===== src/rtl/sca_pkg.sv =====
package sca_pkg;
  localparam int REG_AW   = 2;
  localparam int REG_W    = 8;
  localparam int DATA_W   = 16;
  localparam int OFS_W    = 6;
  localparam int NBYTES   = DATA_W / REG_W;

  localparam logic [REG_AW-1:0] LOC_CTRL = 2'd0;
  localparam logic [REG_AW-1:0] LOC_ADDR = 2'd1;
  localparam int                LOC_DAT0 = 2;

  localparam int B_BUSY = 0;
  localparam int B_WR   = 1;
  localparam int B_RD   = 2;
  localparam int B_PHY  = 3;
  localparam int B_WEN  = 4;

  typedef struct packed {
    logic wen;
    logic phy;
    logic rd;
    logic wr;
  } cmd_t;
endpackage


===== src/rtl/sca_seq.sv =====
module sca_seq
  import sca_pkg::*;
(
  input  logic clk_i,
  input  logic rst_ni,
  input  logic ctrl_we_i,
  input  cmd_t cmd_i,
  input  logic ack_i,
  output logic busy_o,
  output cmd_t cmd_o,
  output logic skip_o,
  output logic rd_done_o
);
  logic busy_q, skip_q, start, done;
  cmd_t cmd_q;

  assign start = ctrl_we_i && !busy_q && (cmd_i.rd ^ cmd_i.wr);
  assign done  = busy_q && (ack_i || skip_q);

  always_ff @(posedge clk_i or negedge rst_ni) begin
    if (!rst_ni) begin
      busy_q <= 1'b0;
      skip_q <= 1'b0;
      cmd_q  <= '0;
    end else if (ctrl_we_i && !busy_q) begin
      cmd_q  <= cmd_i;
      busy_q <= start;
      // unenabled EEPROM write completes locally
      skip_q <= start && cmd_i.wr && !cmd_i.phy && !cmd_i.wen;
    end else if (done) begin
      busy_q <= 1'b0;
      skip_q <= 1'b0;
    end
  end

  assign busy_o    = busy_q;
  assign cmd_o     = cmd_q;
  assign skip_o    = skip_q;
  assign rd_done_o = done && cmd_q.rd && !skip_q;
endmodule


===== src/rtl/sca_regs.sv =====
module sca_regs
  import sca_pkg::*;
(
  input  logic              clk_i,
  input  logic              rst_ni,
  input  logic              reg_we_i,
  input  logic [REG_AW-1:0] reg_addr_i,
  input  logic [REG_W-1:0]  reg_wdata_i,
  input  logic              busy_i,
  input  logic              load_i,
  input  logic [DATA_W-1:0] load_data_i,
  output logic [REG_W-1:0]  addr_o,
  output logic [DATA_W-1:0] data_o
);
  logic host_we;
  assign host_we = reg_we_i && !busy_i;

  always_ff @(posedge clk_i or negedge rst_ni) begin
    if (!rst_ni) addr_o <= '0;
    else if (host_we && reg_addr_i == LOC_ADDR) addr_o <= reg_wdata_i;
  end

  for (genvar b = 0; b < NBYTES; b++) begin : g_byte
    always_ff @(posedge clk_i or negedge rst_ni) begin
      if (!rst_ni) data_o[b*REG_W +: REG_W] <= '0;
      else if (load_i) data_o[b*REG_W +: REG_W] <= load_data_i[b*REG_W +: REG_W];
      else if (host_we && reg_addr_i == REG_AW'(LOC_DAT0 + b))
        data_o[b*REG_W +: REG_W] <= reg_wdata_i;
    end
  end
endmodule


===== src/rtl/sca_port_mux.sv =====
module sca_port_mux
  import sca_pkg::*;
(
  input  logic              busy_i,
  input  logic              skip_i,
  input  cmd_t              cmd_i,
  output logic              ee_req_o,
  output logic              phy_req_o,
  input  logic              ee_ack_i,
  input  logic              phy_ack_i,
  input  logic [DATA_W-1:0] ee_rdata_i,
  input  logic [DATA_W-1:0] phy_rdata_i,
  output logic              ack_o,
  output logic [DATA_W-1:0] rdata_o
);
  assign ee_req_o  = busy_i && !cmd_i.phy && !skip_i;
  assign phy_req_o = busy_i && cmd_i.phy;
  assign ack_o     = cmd_i.phy ? phy_ack_i : (ee_ack_i && !skip_i);
  assign rdata_o   = cmd_i.phy ? phy_rdata_i : ee_rdata_i;
endmodule


===== src/rtl/shared_cfg_access.sv =====
module shared_cfg_access
  import sca_pkg::*;
(
  input  logic              clk_i,
  input  logic              rst_ni,
  input  logic              reg_we_i,
  input  logic [REG_AW-1:0] reg_addr_i,
  input  logic [REG_W-1:0]  reg_wdata_i,
  output logic [REG_W-1:0]  reg_rdata_o,
  output logic              ee_req_o,
  output logic              ee_we_o,
  output logic [OFS_W-1:0]  ee_addr_o,
  output logic [DATA_W-1:0] ee_wdata_o,
  input  logic [DATA_W-1:0] ee_rdata_i,
  input  logic              ee_ack_i,
  output logic              phy_req_o,
  output logic              phy_we_o,
  output logic [1:0]        phy_dev_o,
  output logic [OFS_W-1:0]  phy_addr_o,
  output logic [DATA_W-1:0] phy_wdata_o,
  input  logic [DATA_W-1:0] phy_rdata_i,
  input  logic              phy_ack_i
);
  logic              busy, skip, rd_done, ack;
  cmd_t              cmd_in, cmd;
  logic [REG_W-1:0]  addr_q;
  logic [DATA_W-1:0] data_q, tgt_rdata;
  logic              unused_wd;

  assign cmd_in = '{wen: reg_wdata_i[B_WEN], phy: reg_wdata_i[B_PHY],
                    rd: reg_wdata_i[B_RD], wr: reg_wdata_i[B_WR]};
  assign unused_wd = ^{reg_wdata_i[REG_W-1:B_WEN+1], reg_wdata_i[B_BUSY]};

  sca_seq u_seq (
    .clk_i, .rst_ni,
    .ctrl_we_i (reg_we_i && reg_addr_i == LOC_CTRL),
    .cmd_i     (cmd_in),
    .ack_i     (ack),
    .busy_o    (busy),
    .cmd_o     (cmd),
    .skip_o    (skip),
    .rd_done_o (rd_done)
  );

  sca_regs u_regs (
    .clk_i, .rst_ni, .reg_we_i, .reg_addr_i, .reg_wdata_i,
    .busy_i      (busy),
    .load_i      (rd_done),
    .load_data_i (tgt_rdata),
    .addr_o      (addr_q),
    .data_o      (data_q)
  );

  sca_port_mux u_mux (
    .busy_i      (busy),
    .skip_i      (skip),
    .cmd_i       (cmd),
    .ee_req_o, .phy_req_o, .ee_ack_i, .phy_ack_i, .ee_rdata_i, .phy_rdata_i,
    .ack_o       (ack),
    .rdata_o     (tgt_rdata)
  );

  assign ee_we_o     = cmd.wr;
  assign phy_we_o    = cmd.wr;
  assign ee_addr_o   = addr_q[OFS_W-1:0];
  assign phy_addr_o  = addr_q[OFS_W-1:0];
  assign phy_dev_o   = addr_q[REG_W-1:OFS_W];
  assign ee_wdata_o  = data_q;
  assign phy_wdata_o = data_q;

  always_comb begin
    case (reg_addr_i)
      LOC_CTRL: reg_rdata_o = {3'b000, cmd.wen, cmd.phy, cmd.rd, cmd.wr, busy};
      LOC_ADDR: reg_rdata_o = addr_q;
      2'd2:     reg_rdata_o = data_q[REG_W-1:0];
      default:  reg_rdata_o = data_q[DATA_W-1:REG_W];
    endcase
  end
endmodule


===== config.mk =====
export PLATFORM = sky130hd
export DESIGN_NAME = shared_cfg_access
export DESIGN_NICKNAME = d
export VERILOG_FILES = /design/src/rtl/sca_pkg.sv /design/src/rtl/sca_seq.sv /design/src/rtl/sca_regs.sv /design/src/rtl/sca_port_mux.sv /design/src/rtl/shared_cfg_access.sv
export SDC_FILE = /design/constraint.sdc
export NUM_CORES = 1
export LEC_CHECK = 0
export BUFFER_PORTS_ARGS = -buffer_cell sky130_fd_sc_hd__clkbuf_2
export CORE_UTILIZATION = 48
export DETAILED_ROUTE_END_ITERATION = 8
export GPL_TIMING_DRIVEN = 0
export PLACE_DENSITY = 0.85
export SLEW_MARGIN = 5
export SYNTH_ARGS = -nofsm -noshare
export SYNTH_HDL_FRONTEND = slang
export SYNTH_SLANG_ARGS = --single-unit

===== constraint.sdc =====
create_clock -name clk_i -period 3.7 [get_ports clk_i]
set_input_delay 0 -clock clk_i [delete_from_list [all_inputs] [get_ports clk_i]]
set_output_delay 0 -clock clk_i [all_outputs]
set_load 0.01 [all_outputs]

==> metrics.txt, run 1 <==
routed len/inst 15.39 um; final setup margin 1.855 ns; max-cap viol count 0; CTS Buf Count 5; Cell Area, Placed 2489 um2; H-tree depth 2; fmax 542.0 MHz; io pins 105; DRC 0; fin crit share 0.4987; design area 2618 um2; post-detail-place hpwl 3535 um; list of most frequent post-synthesis cells 48 x mux2i_1, 30 x dfrtp_1, 23 x buf_4; hold buffer count at CTS 5; setup violators final 0; Setup TNS 0 ns; largest net degree at the start of global routing 31; Tot GR Track Use 0.2454; syn avg cell area 12.72 um2; post-synthesis mux area share 0.4072; Rows 22; Synth Area in Compound Gates 0.01902; Initial Util 0.5097; Pre-Repair DR Iteration Count 4; crit path capture type output port; worst skew pair latency 0.28 ns; classification of the worst setup path register to output port; Critical Path Start u_seq.cmd_o[2]; simple-gate share of the synthesized area 0.05639; Worst-path clk slew 0.07 ns; Hold Crit Start ee_rdata_i[0]; final wirelength 4833 um; Multi-input gate area 929.6 um2; pwr dens 545.8 nW/um2; most frequent cell after synthesis mux2i_1; main combinational cell family by area after synthesis multiplexers; Post-CTS Setup Inserts 0; top cell type's share of synthesized area 0.3934; number of global-route vias before repair 1,515; Yosys reg bits 30; area leader, netlist dfrtp_1; post-synth cell types 24; RSZ-0062 raised after global routing false; post-synthesis async set-or-reset flop share 1.000; post-synth net total 197; IO buf count 104; Routed Antenna Nets 0; Die ar. 4232 um2; number of enable flip-flop cells after synthesis 0; root buf cell clkbuf_8; XOR/XNOR Fraction of Synth Area 0.004590; Die Y 65.05 um; # diodes 0; Storage cell area 750.7 um2; cells after synthesis 150; Synth Area in Adders 0; CP max FO 10; Rel. slew slack 0.4394; layout cells sized above 1 0.5977; WP data arrival 1.85 ns; initial antenna violation count 0; Fillers 297; Area growth syn-to-layout 37.18%; first-pass GRT wire length 7472 um; Mapped Area 1908 um2; Final Max Slew Viols 0; Clock Tree Buf Depth 2; Final Wtd Congestion 0.7661; endpoints failing hold 0; worst slew pin tran 0.8409 ns; Leak Pwr 1.368 nW; Layout Nets 313; Synth Warn # 0; top area cells in the synthesized netlist dfrtp_1 39%, mux2i_1 25%, buf_4 9.0%; Die Wd 65.05 um; Req. time, crit path 3.70 ns; clock sink total 30; worst slack, placed 2.137 ns; minimum clock period 1.845 ns; vias per cell 5.124; ys flop type dfrtp_1; Reg2Reg Launch Point u_seq.cmd_o[2]; PostCTS Resize Cnt 0; maximum VDD drop 0.0002934 V; initial DRC count 32; Core ar. 3744 um2; startpoint type of the worst setup path register; Seq/Total Area, Yosys 0.3934; TritonCTS clock tree yes; via count 1,609; status finished, final reports clean; Worst Skew 0.008405 ns; gr ovfl total 0; worst hold path class primary input to register
==> logic make-up (layout without fill, tap and decap cells) <==
group	Yosys count	in the layout
AND/OR/NAND/NOR	13	13
XOR/XNOR	1	1
buffers and inverters	32	148
flip-flops	30	30
AO/OA/AOI/OAI	5	5
multiplexers	69	69
==> metal layers <==
metal / wire (um) / track usage / share of wire
met1: 2001 / 0.2936 / 0.41
met2: 2385 / 0.4271 / 0.49
met5: 0 / 0 / 0
met4: 76 / 0.1060 / 0.016
met3: 370 / 0.04577 / 0.077
==> through the flow <==
step / std cells / power (W) / utilization / hold slack, ns
floorplan: 150 / 0.0009133 / - / -0.2956
global placement: 302 / 0.001172 / 0.6648 / 0.1047
detailed placement: 302 / 0.001188 / 0.6648 / 0.1079
CTS: 314 / 0.001439 / 0.6992 / 0.004539
global route: 314 / 0.001517 / 0.6992 / 0.01516
finish: 314 / 0.001429 / 0.6992 / 0.004664
==> path summary, 6_finish.rpt <==
path                            slack, ns  cells past startpoint           endpoint
worst max-delay path                 1.85                      3     reg_rdata_o[3]
worst min-delay path                0.005                      3   u_regs.data_o[0]
min in group asynchronous            0.32                      2       u_seq.skip_o
max in group asynchronous            2.90                      2   u_regs.addr_o[0]
worst min register to register       0.52                      1     u_seq.cmd_o[3]
worst max register to register       2.13                      3  u_regs.data_o[10]
==> sequential cells by signal, indices dropped and copies added, names as in the netlist <==
signal,cells
u_seq.busy_o,1
u_regs.addr_o,8
u_regs.data_o,16
u_seq.skip_o,1
u_seq.cmd_o,4
==> cell type report <==
| type | instances | area share |
|---|---|---|
| clock inverters | 2 | 0.003824 |
| plain buffers | 32 | 0.08700 |
| clock buffers | 5 | 0.02629 |
| multi-input cells | 88 | 0.3552 |
| flip-flops and latches | 30 | 0.2868 |
| repair buffers | 109 | 0.2180 |
| well taps | 48 | 0.02294 |
==> worst max-delay path, stage by stage (launching register included) <==
cell and delay (ns):
dfrtp_1 0.39, buf_1 0.65, mux4_2 0.38, clkbuf_2 0.14
==> cells in the final DEF, fill, tap and decap left out, types with 3 or more instances in the layout <==
master and instances:
buf_4 23, clkbuf_8 5, a22o_1 3, dlygate4sd3_1 5, clkbuf_2 104, buf_2 5, mux4_2 5, mux2i_1 48
mux2_1 4, dfrtp_1 30, mux2_2 11
==> where the power goes <==
part           internal [W]  leakage [nW]  switching [W]
sequential         0.000420         0.357      0.0000982
combinational      0.000370         0.967       0.000295
clock              0.000126        0.0438       0.000120
(Power assumes the default switching activity.)
==> run 2: changes to the inputs <==
Settings changed: CORE_UTILIZATION 48 to 45, PLACE_DENSITY 0.85 to 0.81.
Clock period 3.7 ns to 1.84 ns, I/O delays scaled along.
==> run 2 against run 1 <==
Hold slack improved by 0.0027 ns. First-iteration DRC count fell by 6.3%. Clock power rose to 3.4 times the previous value. Cell count rose by 0.64%. Routed wire length fell by 1.1%. Critical path depth did not move. Clock skew fell by 0.0015 ns. Global-route usage fell by 1.8 points.
==> metrics.txt, run 2 (synthesis gave the netlist of run 1 again) <==
status finished, final reports clean (unchanged); Hold EP u_regs.data_o[3] (was u_regs.data_o[0]); routed len/inst 15.12 um (was 15.39 um); most frequent cells in the layout 104 x clkbuf_2, 48 x mux2i_1, 30 x dfrtp_1, 23 x buf_4, 11 x mux2_2 (unchanged); Routed Antenna Nets 0 (unchanged); Pre-Repair DR Iteration Count 4 (unchanged); IO buf count 104 (unchanged); crit path capture type register (was output port); H-tree depth 2 (unchanged); post-detail-place hpwl 3528 um (was 3535 um); Die Wd 67.12 um (was 65.05 um); R2R cell count 3 (unchanged); Hold Slack 0.007346 ns (was 0.004664 ns); TritonCTS clock tree yes (unchanged); io pins 105 (unchanged); vias per cell 5.139 (was 5.124); initial antenna violation count 0 (unchanged); RSZ-0062 raised after global routing false (unchanged); # diodes 0 (unchanged); Leak Pwr 1.394 nW (was 1.368 nW); Die ar. 4504 um2 (was 4232 um2); startpoint type of the worst setup path register (unchanged); Setup TNS 0 ns (unchanged); Req. time, crit path 2.00 ns (was 3.70 ns); number of global-route vias before repair 1,494 (was 1,515); minimum clock period 1.594 ns; worst hold path class primary input to register (unchanged); maximum VDD drop 0.0007510 V (was 0.0002934 V); Final Wtd Congestion 0.7878 (was 0.7661); layout cells sized above 1 0.6053 (was 0.5977); Post-CTS Setup Inserts 0 (unchanged); Rows 23 (was 22); WL met3 248 um (was 370 um); Clock Tree Buf Depth 2 (unchanged); worst skew pair latency 0.28 ns (about the same); DRC 0 (unchanged); first-pass GRT wire length 7238 um (was 7472 um); Initial Util 0.4736 (was 0.5097); Worst-path clk slew 0.07 ns (about the same); CTS Buf Count 5 (unchanged); via count 1,624 (was 1,609); endpoints failing hold 0 (unchanged); worst slew pin tran 0.7843 ns (was 0.8409 ns); Final Max Slew Viols 0 (unchanged); clock sink total 30 (unchanged); Core ar. 4029 um2 (was 3744 um2); fin crit share 0.8661; wl on met1 1958 um (was 2001 um); CP max FO 9 (was 10); Biggest register u_regs.data_o (unchanged); Tot GR Track Use 0.2272 (was 0.2454); pwr dens 1197 nW/um2 (was 545.8 nW/um2); Layout Nets 312 (was 313); hold depth 3 (unchanged); root buf cell clkbuf_8 (unchanged); Reg2Reg Launch Point u_seq.busy_o (was u_seq.cmd_o[2]); Area growth syn-to-layout 40.20% (was 37.18%); setup violators final 0 (unchanged); final wirelength 4778 um (was 4833 um); gr ovfl total 0 (unchanged); commonest non-fill, non-tap cell in the layout clkbuf_2 (unchanged); fmax 627.5 MHz; routed length on met2 2456 um (was 2385 um); Die Y 67.12 um (was 65.05 um); r2r endpoint u_regs.addr_o[5] (was u_regs.data_o[10]); Top Layer Used met4 (unchanged); Worst Skew 0.006927 ns (was 0.008405 ns); largest net degree at the start of global routing 31 (unchanged); max-cap viol count 0 (unchanged); Rel. slew slack 0.4771 (was 0.4394); reg2reg setup slack 0.25 ns (was 2.13 ns); Largest register FFs 16 (unchanged); Hold Crit Start ee_rdata_i[3] (was ee_rdata_i[0]); WP data arrival 1.75 ns (was 1.85 ns); classification of the worst setup path register to register (was register to output port); initial DRC count 30 (was 32)
-- run 2: cell count changes in the layout (fill, tap and decap cells not counted), sizes merged --
cell / previous run / this run
bufinv: 0 / 2
dlygate4sd3: 5 / 4
clkinv: 2 / 0
clkbuf: 109 / 110
-- run 2: area by class of cell --
cell class                      instances  area (um2)
Multi-Input combinational cell         88       929.6
Buffer                                 32       229.0
Clock buffer                            6       82.58
Sequential cell                        30       750.7
Clock inverter                          2       60.06
Tap cell                               50       62.56
Timing Repair Buffer                  108       560.5
Fill cell                             325        1354
-- run 2: how the worst max path moves through the flow --
stage,to,cells past startpoint,from,slack (ns)
2_1_floorplan,u_regs.data_o[12],5,u_seq.cmd_o[2],0.45
3_3_place_gp,u_regs.data_o[13],3,u_seq.cmd_o[2],0.30
3_5_place_dp,u_regs.data_o[10],3,u_seq.cmd_o[2],0.24
4_1_cts,phy_req_o,3,u_seq.cmd_o[2],0.22
5_1_grt,u_regs.data_o[1],4,u_seq.busy_o,0.13
6_report,u_regs.addr_o[5],3,u_seq.busy_o,0.25
-- run 2: report_power, final --
part | switching (W) | total [W] | internal (W) | leakage [nW]
clock network | 0.000249 | 0.000827 | 0.000577 | 0.0714
registers | 0.000190 | 0.00103 | 0.000844 | 0.357
logic | 0.000598 | 0.00134 | 0.000743 | 0.965
total | 0.00104 | 0.00320 | 0.00216 | 1.39
-- run 2: critical path, stage by stage, from the launching register on --
cell      delay (ns)
dfrtp_1         0.48
nor4bb_1        0.30
buf_2           0.30
mux2_2          0.38
-- run 2: routing by layer --
layer	global-route usage	up-vias
li1	-	758
met1	0.2792	794
met2	0.3713	61
met3	0.05479	11
met4	0.1090	0
met5	0	-
-- run 2: stage by stage --
step | worst slack (ns) | area [um2] | util | instances | power [W]
2_1_floorplan | 0.4469 | 1908 | - | 150 | 0.001837
3_3_place_gp | 0.2970 | 2491 | 0.6183 | 304 | 0.002354
3_5_place_dp | 0.2354 | 2491 | 0.6183 | 304 | 0.002392
4_1_cts | 0.2173 | 2675 | 0.6640 | 316 | 0.003240
5_1_grt | 0.1259 | 2675 | 0.6640 | 316 | 0.003392
6_report | 0.2463 | 2675 | 0.6640 | 316 | 0.003203
-- run 2: timing repair --
action                     4_1_cts  5_1_grt
hold buffers                     4        0
hold endpoints to repair        33        0
resized for setup                1        0
setup endpoints to repair        1        0
